[src/rtl/i2cs_pkg.sv]
package i2cs_pkg;
    localparam int BYTE_W = 8;
    localparam int ADDR_W = 7;
    localparam int CNT_W  = $clog2(BYTE_W + 2);

    typedef enum logic [2:0] {
        PH_IDLE, PH_ADDR, PH_SKIP, PH_RX, PH_GC, PH_TX
    } phase_e;

    localparam logic [7:0] ST_IDLE    = 8'hF8;
    localparam logic [7:0] ST_OWN_W   = 8'h60;
    localparam logic [7:0] ST_GC      = 8'h70;
    localparam logic [7:0] ST_RX_ACK  = 8'h80;
    localparam logic [7:0] ST_RX_NACK = 8'h88;
    localparam logic [7:0] ST_GC_ACK  = 8'h90;
    localparam logic [7:0] ST_GC_NACK = 8'h98;
    localparam logic [7:0] ST_STOP    = 8'hA0;
    localparam logic [7:0] ST_OWN_R   = 8'hA8;
    localparam logic [7:0] ST_TX_ACK  = 8'hB8;
    localparam logic [7:0] ST_TX_NACK = 8'hC0;
    localparam logic [7:0] ST_TX_LAST = 8'hC8;

    typedef struct packed {
        phase_e              phase;
        logic [CNT_W-1:0]    cnt;
        logic [BYTE_W-1:0]   sh;
        logic                ack;
        phase_e              tgt;
        logic [BYTE_W-1:0]   tx_sh;
        logic                tx_act;
        logic                last;
        logic                mack;
        logic [7:0]          status;
        logic                irq;
        logic                stretch;
    } eng_t;
endpackage

[src/rtl/i2cs_line_sync.sv]
module i2cs_line_sync #(
    parameter int STAGES = 2
) (
    input  logic clk_i,
    input  logic rst_ni,
    input  logic scl_i,
    input  logic sda_i,
    output logic scl_o,
    output logic sda_o,
    output logic scl_rise_o,
    output logic scl_fall_o,
    output logic start_o,
    output logic stop_o
);
    localparam int LINES = 2;

    logic [LINES-1:0] raw;
    logic [LINES-1:0] lvl;
    logic [LINES-1:0] prev;

    assign raw = {sda_i, scl_i};

    for (genvar g = 0; g < LINES; g++) begin : g_line
        logic [STAGES-1:0] chain_d, chain_q;
        logic              prev_d, prev_q;

        always_comb begin
            chain_d = {chain_q[STAGES-2:0], raw[g]};
            prev_d  = chain_q[STAGES-1];
        end

        always_ff @(posedge clk_i or negedge rst_ni) begin
            if (!rst_ni) begin
                chain_q <= '1;
                prev_q  <= 1'b1;
            end else begin
                chain_q <= chain_d;
                prev_q  <= prev_d;
            end
        end

        assign lvl[g]  = chain_q[STAGES-1];
        assign prev[g] = prev_q;
    end

    assign scl_o      = lvl[0];
    assign sda_o      = lvl[1];
    assign scl_rise_o = lvl[0] & ~prev[0];
    assign scl_fall_o = ~lvl[0] & prev[0];
    assign start_o    = lvl[0] & prev[0] & prev[1] & ~lvl[1];
    assign stop_o     = lvl[0] & prev[0] & ~prev[1] & lvl[1];
endmodule

[src/rtl/i2cs_addr_match.sv]
module i2cs_addr_match
    import i2cs_pkg::*;
(
    input  logic [BYTE_W-1:0] byte_i,
    input  logic [ADDR_W-1:0] own_addr_i,
    input  logic              gcall_en_i,
    output logic              own_hit_o,
    output logic              gc_hit_o,
    output logic              read_o
);
    always_comb begin
        own_hit_o = (byte_i[BYTE_W-1:1] == own_addr_i);
        gc_hit_o  = gcall_en_i && (byte_i == '0) && !own_hit_o;
        read_o    = byte_i[0];
    end
endmodule

[src/rtl/i2cs_engine.sv]
module i2cs_engine
    import i2cs_pkg::*;
(
    input  logic              clk_i,
    input  logic              rst_ni,
    input  logic              enable_i,
    input  logic              ack_en_i,
    input  logic              gcall_en_i,
    input  logic [ADDR_W-1:0] own_addr_i,
    input  logic              flag_clr_i,
    input  logic [BYTE_W-1:0] tx_byte_i,
    input  logic              scl_lvl_i,
    input  logic              sda_lvl_i,
    input  logic              rise_i,
    input  logic              fall_i,
    input  logic              start_i,
    input  logic              stop_i,
    output logic              sda_oe_o,
    output logic              scl_oe_o,
    output logic              flag_o,
    output logic [7:0]        status_o,
    output logic [BYTE_W-1:0] rx_byte_o
);
    localparam logic [CNT_W-1:0] CNT_DATA = CNT_W'(BYTE_W);
    localparam logic [CNT_W-1:0] CNT_END  = CNT_W'(BYTE_W + 1);
    localparam eng_t ENG_RST = '{
        phase: PH_IDLE, cnt: '0, sh: '0, ack: 1'b0, tgt: PH_SKIP,
        tx_sh: '0, tx_act: 1'b0, last: 1'b0, mack: 1'b0,
        status: ST_IDLE, irq: 1'b0, stretch: 1'b0
    };

    eng_t eng_d, eng_q;
    logic own_hit, gc_hit, rd_bit;
    logic addressed;
    logic ev;
    logic [7:0] ev_code;

    i2cs_addr_match i_match (
        .byte_i     (eng_q.sh),
        .own_addr_i (own_addr_i),
        .gcall_en_i (gcall_en_i),
        .own_hit_o  (own_hit),
        .gc_hit_o   (gc_hit),
        .read_o     (rd_bit)
    );

    always_comb begin
        eng_d     = eng_q;
        ev        = 1'b0;
        ev_code   = ST_IDLE;
        addressed = (eng_q.phase == PH_RX) || (eng_q.phase == PH_GC);

        if (flag_clr_i && eng_q.irq) begin
            eng_d.irq     = 1'b0;
            eng_d.stretch = 1'b0;
            if (eng_q.phase == PH_TX) begin
                eng_d.tx_sh  = tx_byte_i;
                eng_d.tx_act = 1'b1;
                eng_d.last   = ~ack_en_i;
            end
        end

        if (start_i || stop_i) begin
            if (addressed) begin
                eng_d.status = ST_STOP;
                eng_d.irq    = 1'b1;
            end
            eng_d.phase   = start_i ? PH_ADDR : PH_IDLE;
            eng_d.cnt     = '0;
            eng_d.ack     = 1'b0;
            eng_d.tx_act  = 1'b0;
            eng_d.stretch = 1'b0;
        end else if (eng_q.phase != PH_IDLE) begin
            if (rise_i) begin
                if (eng_q.cnt < CNT_DATA) begin
                    eng_d.sh = {eng_q.sh[BYTE_W-2:0], sda_lvl_i};
                end else begin
                    eng_d.mack = ~sda_lvl_i;
                end
                eng_d.cnt = eng_q.cnt + 1'b1;
            end else if (fall_i) begin
                if (eng_q.tx_act && (eng_q.cnt != '0) && (eng_q.cnt < CNT_DATA)) begin
                    eng_d.tx_sh = {eng_q.tx_sh[BYTE_W-2:0], 1'b1};
                end
                if (eng_q.cnt == CNT_DATA) begin
                    eng_d.tx_act = 1'b0;
                    unique case (eng_q.phase)
                        PH_ADDR: begin
                            eng_d.ack = ack_en_i && (own_hit || gc_hit);
                            if (own_hit)     eng_d.tgt = rd_bit ? PH_TX : PH_RX;
                            else if (gc_hit) eng_d.tgt = PH_GC;
                            else             eng_d.tgt = PH_SKIP;
                        end
                        PH_RX, PH_GC: eng_d.ack = ack_en_i;
                        default:      eng_d.ack = 1'b0;
                    endcase
                end
                if (eng_q.cnt == CNT_END) begin
                    eng_d.cnt = '0;
                    eng_d.ack = 1'b0;
                    unique case (eng_q.phase)
                        PH_ADDR: begin
                            if (eng_q.ack) begin
                                eng_d.phase = eng_q.tgt;
                                ev = 1'b1;
                                if (eng_q.tgt == PH_TX)      ev_code = ST_OWN_R;
                                else if (eng_q.tgt == PH_GC) ev_code = ST_GC;
                                else                         ev_code = ST_OWN_W;
                            end else begin
                                eng_d.phase = PH_SKIP;
                            end
                        end
                        PH_RX: begin
                            ev = 1'b1;
                            ev_code = eng_q.ack ? ST_RX_ACK : ST_RX_NACK;
                            if (!eng_q.ack) eng_d.phase = PH_SKIP;
                        end
                        PH_GC: begin
                            ev = 1'b1;
                            ev_code = eng_q.ack ? ST_GC_ACK : ST_GC_NACK;
                            if (!eng_q.ack) eng_d.phase = PH_SKIP;
                        end
                        PH_TX: begin
                            ev = 1'b1;
                            if (!eng_q.mack) begin
                                ev_code = ST_TX_NACK;
                                eng_d.phase = PH_SKIP;
                            end else if (eng_q.last) begin
                                ev_code = ST_TX_LAST;
                                eng_d.phase = PH_SKIP;
                            end else begin
                                ev_code = ST_TX_ACK;
                            end
                        end
                        default: ;
                    endcase
                    if (ev) begin
                        eng_d.status  = ev_code;
                        eng_d.irq     = 1'b1;
                        eng_d.stretch = 1'b1;
                    end
                end
            end
        end

        if (!enable_i) begin
            eng_d = ENG_RST;
        end
    end

    always_ff @(posedge clk_i or negedge rst_ni) begin
        if (!rst_ni) begin
            eng_q <= ENG_RST;
        end else begin
            eng_q <= eng_d;
        end
    end

    assign sda_oe_o  = eng_q.ack | (eng_q.tx_act & ~eng_q.tx_sh[BYTE_W-1]);
    assign scl_oe_o  = eng_q.stretch;
    assign flag_o    = eng_q.irq;
    assign status_o  = eng_q.status;
    assign rx_byte_o = eng_q.sh;

    AST_SINGLE_SDA_SOURCE: assert property (@(posedge clk_i) disable iff (!rst_ni)
        !(eng_q.ack && eng_q.tx_act));

    AST_SDA_QUIET_SCL_HIGH: assert property (@(posedge clk_i) disable iff (!rst_ni || !enable_i)
        (scl_lvl_i && $past(scl_lvl_i)) |-> $stable(sda_oe_o));
endmodule

[src/rtl/i2cs_gated_slave.sv]
module i2cs_gated_slave
    import i2cs_pkg::*;
#(
    parameter int SYNC_STAGES = 2
) (
    input  logic              clk_i,
    input  logic              rst_ni,
    input  logic              enable_i,
    input  logic              ack_en_i,
    input  logic              gcall_en_i,
    input  logic [ADDR_W-1:0] own_addr_i,
    input  logic              flag_clr_i,
    input  logic [BYTE_W-1:0] tx_byte_i,
    input  logic              scl_i,
    input  logic              sda_i,
    output logic              scl_oe_o,
    output logic              sda_oe_o,
    output logic              flag_o,
    output logic [7:0]        status_o,
    output logic [BYTE_W-1:0] rx_byte_o
);
    logic scl_lvl, sda_lvl, scl_rise, scl_fall, bus_start, bus_stop;
    logic core_sda_oe, core_scl_oe;

    i2cs_line_sync #(.STAGES(SYNC_STAGES)) i_sync (
        .clk_i      (clk_i),
        .rst_ni     (rst_ni),
        .scl_i      (scl_i),
        .sda_i      (sda_i),
        .scl_o      (scl_lvl),
        .sda_o      (sda_lvl),
        .scl_rise_o (scl_rise),
        .scl_fall_o (scl_fall),
        .start_o    (bus_start),
        .stop_o     (bus_stop)
    );

    i2cs_engine i_engine (
        .clk_i      (clk_i),
        .rst_ni     (rst_ni),
        .enable_i   (enable_i),
        .ack_en_i   (ack_en_i),
        .gcall_en_i (gcall_en_i),
        .own_addr_i (own_addr_i),
        .flag_clr_i (flag_clr_i),
        .tx_byte_i  (tx_byte_i),
        .scl_lvl_i  (scl_lvl),
        .sda_lvl_i  (sda_lvl),
        .rise_i     (scl_rise),
        .fall_i     (scl_fall),
        .start_i    (bus_start),
        .stop_i     (bus_stop),
        .sda_oe_o   (core_sda_oe),
        .scl_oe_o   (core_scl_oe),
        .flag_o     (flag_o),
        .status_o   (status_o),
        .rx_byte_o  (rx_byte_o)
    );

    assign sda_oe_o = core_sda_oe;
    assign scl_oe_o = core_scl_oe;

    AST_OFF_RELEASED: assert property (@(posedge clk_i) disable iff (!rst_ni)
        !enable_i |=> (!sda_oe_o && !scl_oe_o && !flag_o));

    AST_STRETCH_NEEDS_FLAG: assert property (@(posedge clk_i) disable iff (!rst_ni)
        scl_oe_o |-> flag_o);

    AST_FLAG_HELD: assert property (@(posedge clk_i) disable iff (!rst_ni)
        (flag_o && !flag_clr_i && enable_i) |=> flag_o);

    AST_STATUS_FLAGGED: assert property (@(posedge clk_i) disable iff (!rst_ni)
        (enable_i && $past(enable_i) && (status_o != $past(status_o))) |-> flag_o);
endmodule

[config.mk]
export PLATFORM = sky130hd
export DESIGN_NAME = i2cs_gated_slave
export DESIGN_NICKNAME = d
export VERILOG_FILES = /design/src/rtl/i2cs_pkg.sv /design/src/rtl/i2cs_line_sync.sv /design/src/rtl/i2cs_addr_match.sv /design/src/rtl/i2cs_engine.sv /design/src/rtl/i2cs_gated_slave.sv
export SDC_FILE = /design/constraint.sdc
export NUM_CORES = 1
export LEC_CHECK = 0
export BUFFER_PORTS_ARGS = -buffer_cell sky130_fd_sc_hd__buf_4
export CAP_MARGIN = 20
export CORE_UTILIZATION = 55
export CTS_BUF_LIST = sky130_fd_sc_hd__clkbuf_8
export DETAILED_ROUTE_END_ITERATION = 10
export GPL_TIMING_DRIVEN = 0
export HOLD_SLACK_MARGIN = 0.03
export PLACE_DENSITY_LB_ADDON = 0.12
export SLEW_MARGIN = 20
export SYNTH_ARGS = -nofsm -noshare
export SYNTH_HDL_FRONTEND = slang
export SYNTH_SLANG_ARGS = --single-unit
[constraint.sdc]
create_clock -name clk_i -period 4.5 [get_ports clk_i]
set_input_delay 0.9 -clock clk_i [delete_from_list [all_inputs] [get_ports clk_i]]
set_output_delay 0.9 -clock clk_i [all_outputs]
set_load 0.05 [all_outputs]
==> key figures <==
Run status
  • Outcome: finished, final reports clean

Route
  • Drt drc: 0
  • First-pass DRT Iterations: 4
  • WL final: 5800 um
  • Wire per inst: 15.6 um
  • Final ANT Viol Nets: 0
  • Iteration-0 DRC Markers: 210
  • Via count: 2,120
  • Drt via density: 5.71

Synth
  • Top post-synthesis cells by area: dfrtp_1 29%, dfstp_2 12%, buf_4 4.8%
  • Area fraction of the dominant cell type after synthesis: 0.292
  • Post-synthesis sequential area ratio: 0.411
  • Avg Synthesized Cell Area: 9.79 sq um
  • Synthesis Warnings: 0
  • Post-Syn Instances: 271
  • Number of synthesized flops with an enable pin: 0
  • Synthesized area: 2650 sq um
  • Dominant synthesized flop cell: dfrtp_1
  • Unique masters post-synth: 55
  • Top-count cell post-synth: dfrtp_1
  • Synth Register Bits: 43
  • Share of flip-flops with an asynchronous set or reset: 1.00
  • Largest area contributor in the netlist: dfrtp_1
  • Most frequent cells after synthesis: 31 x dfrtp_1, 21 x nand2_1, 17 x buf_4

CTS
  • CTS tree: done
  • Clk root buf: clkbuf_8
  • Post_cts resized: 0
  • Skew-Pair Late Insertion Delay: 0.30 ns
  • Setup bufs post-CTS: 0
  • Clock sinks: 43
  • Hold_buf cts: 0
  • Max Buffers Root-to-Sink: 2
  • Clk slew on worst S/H paths: 0.08 ns
  • TritonCTS Buffers: 5
  • H-tree depth: 2

Timing
  • Final setup fails: 0
  • RSZ-0062 raised after global routing: false
  • Pins Over Slew Limit: 0
  • Final worst setup slack: 2.01 ns
  • Tmin final: 2.49 ns
  • Slew @ Worst Pin: 0.549 ns
  • Clk_skew: 0.00504 ns
  • Final Hold Fails: 0
  • Setup tns final: 0 ns
  • Fin Hold WS: 0.358 ns
  • FMAX: 402 MHz
  • Period utilization: 0.553
  • Slew headroom: 0.634

Floorplan
  • Die area: 5110 sq um
  • Top Ports: 42
  • Core footprint: 4500 sq um
  • Initial core utilization: 0.589
  • Chip width: 71.5 um
  • FP Rows: 24
  • Die Height: 71.5 um

Place
  • Cell total after placement: 363
  • Pre-CTS WS: 2.36 ns
  • GPL Wtd Cong: 0.939
  • IO buf count: 38
  • Dpl hpwl: 4220 um

Final layout
  • Fill cells: 382
  • Nets: 347
  • Area Growth Syn to Fin: 17.9%
  • Final Instance Count excl. Fillers: 371
  • Share of layout cells above drive strength 1: 0.310
  • # diodes: 0

Global route
  • Largest net degree at the start of global routing: 44
  • Vias in the first global route: 2,142
  • First-pass GRT wire length: 9900 um
  • GRT overflow: 0
  • Initial antenna violation count: 0
  • Global Route Usage Sum: 0.254

Worst hold path
  • Worst Hold Class: reg2reg

Setup path
  • CP Class: reg2out
  • WP data arrival: 1.59 ns
  • CP max FO: 10
  • Slowest stage cell, crit path: dfrtp_1
  • Crit path cell chain: buf_1 -> inv_1 -> o21ai_0 -> buf_4
  • Req. time, crit path: 3.60 ns
  • Crit-path max cell delay: 0.39 ns
  • CP Launch Type: flip-flop
  • CP top delay family: buffers and inverters
  • Buf/Inv on CP: 3
  • CP Capture Type: primary output

Power and ir drop
  • Peak VDD IR: 0.188 mV
  • Leakage: 1.54 nW
  • Final Power: 0.775 mW
  • Pwr dens: 248 nW/um^2

Flow run
  • Max Cap Violations: 0
layout by cell type (no fill, tap or decap), types with 3 or more instances in the layout:
cell / n
nor3_1: 5
and2_1: 3
xor2_1: 4
dfstp_2: 12
o21ai_0: 12
nand2_1: 21
and3_1: 4
conb_1: 3
nor2b_1: 6
a21boi_1: 8
o21ai_1: 4
a21oi_1: 12
clkbuf_8: 6
inv_1: 12
nand3_1: 16
nand2b_4: 3
o211a_1: 7
dfrtp_1: 31
nor2_1: 8
buf_6: 6
mux2i_1: 12
ha_1: 6
clkbuf_1: 5
buf_4: 55
xnor2_1: 4
nand2b_1: 11
or3_1: 4
logic make-up after synthesis:
kind of cell,count (synthesis),synth area share
compound gates,63,0.176
xor+xnor,9,0.0325
fa+ha+maj,6,0.0283
buf+inv,43,0.103
flops,43,0.411
mux,12,0.0453
other cells,1,0.00141
simple gates,94,0.203
layout make-up:
type / instances / area [sq um] / share of cell area
clock buffers: 6 / 82.6 / 0.0264
multi-input cells: 187 / 1300 / 0.415
plain buffers: 31 / 228 / 0.0728
flip-flops and latches: 43 / 1090 / 0.349
well taps: 52 / 65.1 / 0.0208
inverters: 12 / 45.0 / 0.0144
clock inverters: 2 / 35.0 / 0.0112
repair buffers: 38 / 285 / 0.0912
stage by stage:
| stage | cell area [sq um] | utilization |
|---|---|---|
| floorplan | 2660 | - |
| global placement | 3010 | 0.669 |
| detailed placement | 3010 | 0.669 |
| CTS | 3130 | 0.695 |
| global route | 3130 | 0.695 |
| finish | 3130 | 0.695 |
final timing paths:
kind	cells past startpoint	endpoint	start	slack, ns
max	4	sda_oe_o	i_engine.eng_q[24]$_DFFE_PN0P_	2.01
min	0	i_sync.g_line[0].chain_q[1]$_DFF_PN1_	i_sync.g_line[0].chain_q[0]$_DFF_PN1_	0.36
max reg2reg	7	i_engine.status_o[4]$_DFFE_PN1P_	i_sync.g_line[0].prev_q$_DFF_PN1_	2.35
min reg2reg	0	i_sync.g_line[0].chain_q[1]$_DFF_PN1_	i_sync.g_line[0].chain_q[0]$_DFF_PN1_	0.36
max in group asynchronous	1	i_engine.status_o[4]$_DFFE_PN1P_	rst_ni	3.54
min in group asynchronous	1	i_engine.eng_q[38]$_DFFE_PN0P_	rst_ni	0.57
flip-flops by register name, indices dropped and copies added, names as in the netlist:
signal	cells
i_engine.status_o	5
i_sync.g_line.prev_q	2
i_engine.eng_q	22
i_engine.rx_byte_o	8
i_engine.scl_oe_o	1
i_sync.g_line.chain_q	4
i_engine.flag_o	1
report_power, final:
| part | total (mW) | switching (mW) | internal [mW] |
|---|---|---|---|
| registers | 0.395 | 0.00332 | 0.392 |
| clock network | 0.318 | 0.138 | 0.180 |
| logic | 0.0627 | 0.0369 | 0.0258 |
| total | 0.775 | 0.178 | 0.597 |
layer usage:
| metal | routed length, um | share of wire | vias up | global-route usage |
|---|---|---|---|---|
| li1 | - | - | 1023 | - |
| met1 | 2610 | 0.45 | 1035 | 0.319 |
| met2 | 2890 | 0.50 | 54 | 0.433 |
| met3 | 220 | 0.038 | 8 | 0.0492 |
| met4 | 85 | 0.015 | 0 | 0.102 |
| met5 | 0 | 0 | - | 0 |
No activity file was read; power rests on OpenSTA's default activity.
